File: src/rtl/tmr_cmp_pkg.sv
package tmr_cmp_pkg;
    localparam int unsigned CNT_W  = 16;
    localparam int unsigned BUS_W  = 8;
    localparam int unsigned HI_W   = CNT_W - BUS_W;

    typedef enum logic [1:0] {
        ADDR_LO   = 2'd0,
        ADDR_HI   = 2'd1,
        ADDR_FLAG = 2'd2,
        ADDR_NONE = 2'd3
    } cmp_addr_e;

    typedef enum logic [1:0] {
        MODE_NORMAL = 2'd0,
        MODE_MCLR   = 2'd1,
        MODE_PWM_A  = 2'd2,
        MODE_PWM_B  = 2'd3
    } cmp_mode_e;

    function automatic logic mode_is_pwm(input logic [1:0] m);
        return m[1];
    endfunction
endpackage

File: src/rtl/tmr_cmp_access.sv
module tmr_cmp_access
    import tmr_cmp_pkg::*;
#(
    parameter int unsigned DW = CNT_W,
    parameter int unsigned BW = BUS_W
) (
    input  logic          clk,
    input  logic          rst_n,
    input  logic          bus_wr,
    input  logic          bus_rd,
    input  logic [1:0]    bus_addr,
    input  logic [BW-1:0] bus_wdata,
    input  logic [DW-1:0] buf_val,
    input  logic          flag_val,
    output logic [BW-1:0] bus_rdata,
    output logic          commit,
    output logic [DW-1:0] commit_val,
    output logic          flag_clr
);
    localparam int unsigned HW = DW - BW;

    typedef struct packed {
        logic [HW-1:0] stage;
    } acc_t;

    acc_t st_d, st_q;

    always_comb begin
        st_d       = st_q;
        commit     = 1'b0;
        flag_clr   = 1'b0;
        commit_val = {st_q.stage, bus_wdata};
        bus_rdata  = '0;
        if (bus_wr) begin
            unique case (cmp_addr_e'(bus_addr))
                ADDR_HI:   st_d.stage = bus_wdata[HW-1:0];
                ADDR_LO:   commit     = 1'b1;
                ADDR_FLAG: flag_clr   = bus_wdata[0];
                default:   ;
            endcase
        end else if (bus_rd) begin
            unique case (cmp_addr_e'(bus_addr))
                ADDR_LO:   st_d.stage = buf_val[DW-1:BW];
                default:   ;
            endcase
        end
        unique case (cmp_addr_e'(bus_addr))
            ADDR_LO:   bus_rdata = buf_val[BW-1:0];
            ADDR_HI:   bus_rdata = BW'(st_q.stage);
            ADDR_FLAG: bus_rdata = BW'(flag_val);
            default:   bus_rdata = '0;
        endcase
    end

    always_ff @(posedge clk or negedge rst_n) begin
        if (!rst_n) st_q <= '0;
        else        st_q <= st_d;
    end

    AST_HI_WRITE_HOLDS_STAGE: assert property (@(posedge clk) disable iff (!rst_n)
        (bus_wr && bus_addr == 2'd1) |=> st_q.stage == $past(bus_wdata[HW-1:0]));
    AST_LO_READ_LATCHES_HI: assert property (@(posedge clk) disable iff (!rst_n)
        (bus_rd && !bus_wr && bus_addr == 2'd0) |=> st_q.stage == $past(buf_val[DW-1:BW]));
endmodule

File: src/rtl/tmr_cmp_regs.sv
module tmr_cmp_regs
    import tmr_cmp_pkg::*;
#(
    parameter int unsigned DW = CNT_W
) (
    input  logic          clk,
    input  logic          rst_n,
    input  logic [1:0]    mode,
    input  logic          commit,
    input  logic [DW-1:0] commit_val,
    input  logic          at_top,
    input  logic          at_bottom,
    input  logic          upd_at_top,
    output logic [DW-1:0] buf_val,
    output logic [DW-1:0] act_val
);
    typedef struct packed {
        logic [DW-1:0] bufv;
        logic [DW-1:0] act;
    } regs_t;

    regs_t r_d, r_q;
    logic  pwm;
    logic  upd_hit;

    always_comb begin
        pwm     = mode_is_pwm(mode);
        upd_hit = upd_at_top ? at_top : at_bottom;
        r_d     = r_q;
        if (commit) r_d.bufv = commit_val;
        if (pwm) begin
            if (upd_hit) r_d.act = r_q.bufv;
        end else if (commit) begin
            r_d.act = commit_val;
        end
    end

    always_ff @(posedge clk or negedge rst_n) begin
        if (!rst_n) r_q <= '0;
        else        r_q <= r_d;
    end

    assign buf_val = r_q.bufv;
    assign act_val = r_q.act;

    AST_DIRECT_WRITE: assert property (@(posedge clk) disable iff (!rst_n)
        (commit && !mode[1]) |=> act_val == $past(commit_val));
    AST_PWM_HOLD: assert property (@(posedge clk) disable iff (!rst_n)
        (mode[1] && !(upd_at_top ? at_top : at_bottom)) |=> $stable(act_val));
    AST_COPY_AT_POINT: assert property (@(posedge clk) disable iff (!rst_n)
        (mode[1] && (upd_at_top ? at_top : at_bottom)) |=> act_val == $past(buf_val));
endmodule

File: src/rtl/tmr_cmp_flag.sv
module tmr_cmp_flag
    import tmr_cmp_pkg::*;
#(
    parameter int unsigned DW = CNT_W
) (
    input  logic          clk,
    input  logic          rst_n,
    input  logic [DW-1:0] cnt,
    input  logic [DW-1:0] act_val,
    input  logic          sw_clr,
    input  logic          ack,
    output logic          flag
);
    typedef struct packed {
        logic eq;
        logic flg;
    } flag_t;

    flag_t f_d, f_q;

    always_comb begin
        f_d.eq  = (cnt == act_val);
        f_d.flg = f_q.flg;
        if (sw_clr || ack) f_d.flg = 1'b0;
        if (f_q.eq)        f_d.flg = 1'b1;
    end

    always_ff @(posedge clk or negedge rst_n) begin
        if (!rst_n) f_q <= '0;
        else        f_q <= f_d;
    end

    assign flag = f_q.flg;

    AST_SET_ONE_LATE: assert property (@(posedge clk) disable iff (!rst_n)
        $rose(f_q.flg) |-> $past(f_q.eq));
    AST_SET_WINS: assert property (@(posedge clk) disable iff (!rst_n)
        f_q.eq |=> f_q.flg);
    AST_ACK_CLEARS: assert property (@(posedge clk) disable iff (!rst_n)
        (ack && !f_q.eq) |=> !f_q.flg);
endmodule

File: src/rtl/tmr_cmp_unit.sv
module tmr_cmp_unit
    import tmr_cmp_pkg::*;
#(
    parameter int unsigned DW = CNT_W,
    parameter int unsigned BW = BUS_W
) (
    input  logic          clk,
    input  logic          rst_n,
    input  logic          bus_wr,
    input  logic          bus_rd,
    input  logic [1:0]    bus_addr,
    input  logic [BW-1:0] bus_wdata,
    output logic [BW-1:0] bus_rdata,
    input  logic [DW-1:0] cnt,
    input  logic [1:0]    mode,
    input  logic          at_top,
    input  logic          at_bottom,
    input  logic          upd_at_top,
    input  logic          irq_en,
    input  logic          irq_ack,
    output logic          flag,
    output logic          irq,
    output logic [DW-1:0] top_val
);
    logic          commit;
    logic [DW-1:0] commit_val;
    logic          flag_clr;
    logic [DW-1:0] buf_val;
    logic [DW-1:0] act_val;

    tmr_cmp_access #(.DW(DW), .BW(BW)) u_access (
        .clk(clk), .rst_n(rst_n), .bus_wr(bus_wr), .bus_rd(bus_rd),
        .bus_addr(bus_addr), .bus_wdata(bus_wdata), .buf_val(buf_val),
        .flag_val(flag), .bus_rdata(bus_rdata), .commit(commit),
        .commit_val(commit_val), .flag_clr(flag_clr)
    );

    tmr_cmp_regs #(.DW(DW)) u_regs (
        .clk(clk), .rst_n(rst_n), .mode(mode), .commit(commit),
        .commit_val(commit_val), .at_top(at_top), .at_bottom(at_bottom),
        .upd_at_top(upd_at_top), .buf_val(buf_val), .act_val(act_val)
    );

    tmr_cmp_flag #(.DW(DW)) u_flag (
        .clk(clk), .rst_n(rst_n), .cnt(cnt), .act_val(act_val),
        .sw_clr(flag_clr), .ack(irq_ack), .flag(flag)
    );

    assign irq     = flag & irq_en;
    assign top_val = act_val;

    AST_IRQ_NEEDS_ENABLE: assert property (@(posedge clk) disable iff (!rst_n)
        irq |-> (irq_en && flag));
    AST_ZERO_WRITE_KEEPS: assert property (@(posedge clk) disable iff (!rst_n)
        (flag && bus_wr && bus_addr == 2'd2 && !bus_wdata[0] && !irq_ack) |=> flag);
endmodule

File: config.mk
export PLATFORM = sky130hd
export DESIGN_NAME = tmr_cmp_unit
export DESIGN_NICKNAME = d
export VERILOG_FILES = /design/src/rtl/tmr_cmp_pkg.sv /design/src/rtl/tmr_cmp_access.sv /design/src/rtl/tmr_cmp_regs.sv /design/src/rtl/tmr_cmp_flag.sv /design/src/rtl/tmr_cmp_unit.sv
export SDC_FILE = /design/constraint.sdc
export NUM_CORES = 1
export LEC_CHECK = 0
export BUFFER_PORTS_ARGS = -buffer_cell sky130_fd_sc_hd__buf_2
export CAP_MARGIN = 15
export CORE_MARGIN = 1
export CORE_UTILIZATION = 50
export DETAILED_ROUTE_END_ITERATION = 8
export PLACE_DENSITY = 0.83
export RECOVER_POWER = 100
export SLEW_MARGIN = 40
export SYNTH_ARGS = -nofsm -noshare
export SYNTH_HDL_FRONTEND = slang
export SYNTH_SLANG_ARGS = --single-unit
File: constraint.sdc
create_clock -name clk -period 1.13 [get_ports clk]
set_input_delay 0.0565 -clock clk [delete_from_list [all_inputs] [get_ports clk]]
set_output_delay 0.0565 -clock clk [all_outputs]
set_load 0.05 [all_outputs]
-- After elaboration in Yosys (flattened, before gate mapping)
Cells that the tools add are included.
- register bits: 42
- output and inout bits: 26
- bits of input ports: 37
- bitwise operators: 1
- muxes and demuxes: 15
- reductions and logical operators: 8
- eq/ne operators: 5
- operators with widths (operator ; count):
    $mux 16 ; 3
    $mux 8 ; 4
    $pmux 8 s3 ; 1
    $eq 16x16->1 ; 1
    $reduce_bool 2->1 ; 4
    $mux 1 ; 7
    $ne 2x1->1 const B ; 2
    $reduce_and 3->1 ; 1
    $eq 2x1->1 const B ; 1
    $eq 2x2->1 const B ; 1
    $logic_not 2->1 ; 1
    $reduce_and 2->1 ; 1
    $and 1x1->1 ; 1
    $logic_or 1x1->1 ; 1

-- Depth between registers and ports, before layout
- word-level depth: 6
- mapped depth: 6
- mapped depth without buffers: 3

-- Cells and area by module
From an unflattened synthesis, not the netlist that was laid out.
- cells, all modules: 226
- area total of the unflattened synthesis: 2368.5 um^2
- by module, submodules not included (module ; instances ; cells each ; area an instance (um^2)):
    tmr_cmp_regs ; 1 ; 140 ; 1503.9
    tmr_cmp_access ; 1 ; 60 ; 619.3
    tmr_cmp_flag ; 1 ; 25 ; 239.0
    tmr_cmp_unit ; 1 ; 1 ; 6.3

-- Worst setup path before layout
No wires, ideal clock.
- kind: input-to-output
- from: input port bus_addr[0]
- to: output port bus_rdata[0]
- setup slack: -0.505 ns
- buffers on the path: 2
- required time: 1.074 ns
- stages: 4
- arrival time: 1.579 ns
- cell sequence: buf_6 -> buf_2 -> mux2i_1 -> o21ai_0
- longest elaborated chain between the ends: 2
- elaborated cells on any way between the ends: 4
- classes of those cells: eq/ne: 2; mux: 1; reduce/logical: 1
- RTL lines (what ; line ; RTL):
    start, declared ; tmr_cmp_unit.sv:11 ; input logic [1:0] bus_addr,
    $eq 2x2->1 (tied with other cells) ; tmr_cmp_access.sv:47 ; unique case (cmp_addr_e'(bus_addr))
    $pmux 8 s3 * ; tmr_cmp_access.sv:47 ;
    end, declared ; tmr_cmp_unit.sv:13 ; output logic [BW-1:0] bus_rdata,
Every way passes the cells marked *; elsewhere a longest branch is shown, timed or not.

==> flow_summary.ini <==
[sta]
skew_ps = 5.88
relSlewSlack = 0.604
min_period_ps = 1210
timing.hold.ws_ps = 14.3
fin_ws_ps = -79.5
rsz0062_at_grt = yes
setup_viol = 9
hold_viol = 0
fin_crit_sh = 1.07
tightest_slew_ps = 595
drv_slew = 0
fmax_ghz = 0.827

[floorplanning]
die_h_um = 66.7
die_area_um2 = 4450
core_area_um2 = 4000
start_util = 0.523
io_pins = 63
die_w_um = 66.7
rows = 23

[clocking]
htree_levels = 2
cts_buffer_depth = 2
numCtsBuffers = 5
cts_num_sinks = 42
cts_tree = done
path_clk_slew_ps = 80
cts-root-buf = clkbuf_8
worstSkewPairLatency_ps = 300

[synth]
syn_nets = 204
synth_area_leaders = dfrtp_1 50%, mux2_2 8.6%, a221o_1 7.7%, xnor2_1 6.7%, and2_1 5.1%
ys_seq_area_frac = 0.502
synth_top_area_share = 0.502
syn_area_per_cell_um2 = 12.5
ys_ff_latch = 42
synth_cell_type_count = 24
synth_top_area_cell = dfrtp_1
yosysWarnings = 0
syn_inst = 167
synth_area_um2 = 2090

[power]
max-vdd-ir-drop_mv = 0.887
p_switching_mw = 2.10
powerDensity_nw_per_um2 = 1850
clock_power_share = 0.186
sw_frac_of_total = 0.390
seqPwrFrac = 0.404
p_int_mw = 3.29
combinationalPowerShare = 0.410
leakage_nw = 1.37

[final_layout]
num-nets-final = 299
final_cell_mix = 40 x dfrtp_1, 34 x buf_2, 29 x buf_4
design_area_um2 = 2910
final_common_cell = dfrtp_1
diodes = 0
syn2layout_area_growth_pct = 39.0
drive_gt1_frac = 0.525

[place]
portBuffers = 61
place.gp.congestion = 0.787
hpwlAfterDp_mm = 3.87
postPlaceCellArea_um2 = 2620

[worst_setup_path]
worstPathArrival_ps = 1410
slowest_delay_ps = 430
cp_max_fo = 3
start_kind = flip-flop
crit_slowest_cell = dfrtp_1
path_cells = xnor2_1 > nand4_1 > nor4_2
critPathCaptureType = flip-flop
worst-setup-path-type = reg2reg
required_ps = 1330

[drt]
drt_wl_total_mm = 6.00
via_count = 1837
first_iter_violations = 82
wire_per_inst_um = 19.2
drc = 0
via_per_inst = 5.87
ant_nets = 0
drt_first_pass_iters = 4

[global_routing]
groute.usage.overall = 0.292
grt-ovfl-total = 0
grt_pass1_vias = 1862
grt_pass1_wl_mm = 9.28
grt_max_degree = 17
antenna_found_initial = 0

[run]
drv_cap = 0

[worst_hold_path]
hold_class = in2reg

[outcome]
violations = setup timing
status = finished with violations
-- flip-flops by register name (all words and copies together), names as in the netlist --
register	flops
u_access.st_q	8
u_flag.f_q	1
u_flag.flag	1
u_regs.act_val	16
u_regs.buf_val	16
-- power by group through the flow --
stage	clock (mW)	combinational, mW	sequential [mW]
after floorplan	0	0.798	2.67
after CTS	1.02	2.17	2.15
after global routing	1.07	2.33	2.22
after detailed placement	0	1.89	2.20
after global placement	0	1.84	2.20
final	1.00	2.21	2.18
-- cells in the mapped netlist, drive strengths merged --
| cell | count |
|---|---|
| o21ba | 1 |
| o21bai | 1 |
| nor4b | 1 |
| nor4 | 1 |
| nand4b | 1 |
| xnor2 | 16 |
| nand4 | 4 |
| a31o | 1 |
| nand3b | 1 |
| o21ai | 1 |
| mux2i | 9 |
| inv | 2 |
| a221o | 16 |
| buf | 5 |
| nor2 | 8 |
| nor3b | 2 |
| a22oi | 8 |
| and2 | 18 |
| clkbuf | 5 |
| mux2 | 16 |
| o2bb2ai | 8 |
| dfrtp | 42 |
-- critical path: cells and delay by family (launching register included) --
family,cells,cell delay [ps]
xor+xnor,1,190
flops,1,430
simple gates,2,490
-- cell type report --
type | count | area (µm²)
fill | 267 | 1090
sequential | 42 | 1050
multi-input combinational | 113 | 1020
timing repair buffer | 98 | 673
clock buffer | 6 | 82.6
tap | 50 | 62.6
clock inverter | 2 | 12.5
inverter | 2 | 7.51
-- per-stage QoR --
stage          total power, mW   util  setup TNS [ps]  worst slack [ps]  instances
3_3_place_gp              4.03  0.655           -3650              -153        288
6_report                  5.39  0.727            -335             -79.5        313
2_1_floorplan             3.47      -           -4300              -199        167
4_1_cts                   5.33  0.728            -237             -75.8        311
5_1_grt                   5.61  0.727           -1400              -132        313
3_5_place_dp              4.09  0.655           -5170              -211        288
-- routing by layer --
layer  track usage  vias up  share of wire
met5             0        -              0
li1              -      817              -
met1         0.350      927           0.38
met4         0.130        0          0.025
met3        0.0651       17          0.061
met2         0.497       76           0.53
-- cells by family after synthesis --
family | Yosys count | synth area share
compound gates | 36 | 0.154
xor+xnor | 16 | 0.0670
buf+inv | 12 | 0.0335
flops | 42 | 0.502
mux | 25 | 0.129
simple gates | 36 | 0.114
-- timing repair --
| action | CTS | global route |
|---|---|---|
| endpoints found under the setup margin | 11 | 12 |
| buffers inserted | 14 | 2 |
| pin swaps | 5 | 9 |
| resized for setup | 23 | 11 |
| hold buffers | 1 | 0 |
| hold endpoints to repair | 42 | 0 |
-- final timing paths --
| kind | end | depth (start not counted) | start | slack [ps] |
|---|---|---|---|---|
| min in group asynchronous | u_regs.buf_val[7]$_DFFE_PN0P_ | 2 | rst_n | 270 |
| worst max-delay path | u_flag.f_q[1]$_DFF_PN0_ | 3 | u_regs.act_val[8]$_DFFE_PN0P_ | -80 |
| max in group asynchronous | u_regs.act_val[3]$_DFFE_PN0P_ | 3 | rst_n | 130 |
| worst min-delay path | u_regs.buf_val[1]$_DFFE_PN0P_ | 2 | bus_wdata[1] | 10 |
| worst max register to register | u_flag.f_q[1]$_DFF_PN0_ | 3 | u_regs.act_val[8]$_DFFE_PN0P_ | -80 |
| worst min register to register | u_flag.flag$_DFFE_PN0P_ | 1 | u_flag.f_q[1]$_DFF_PN0_ | 450 |
Note: power is estimated with default switching activity, not from simulation.
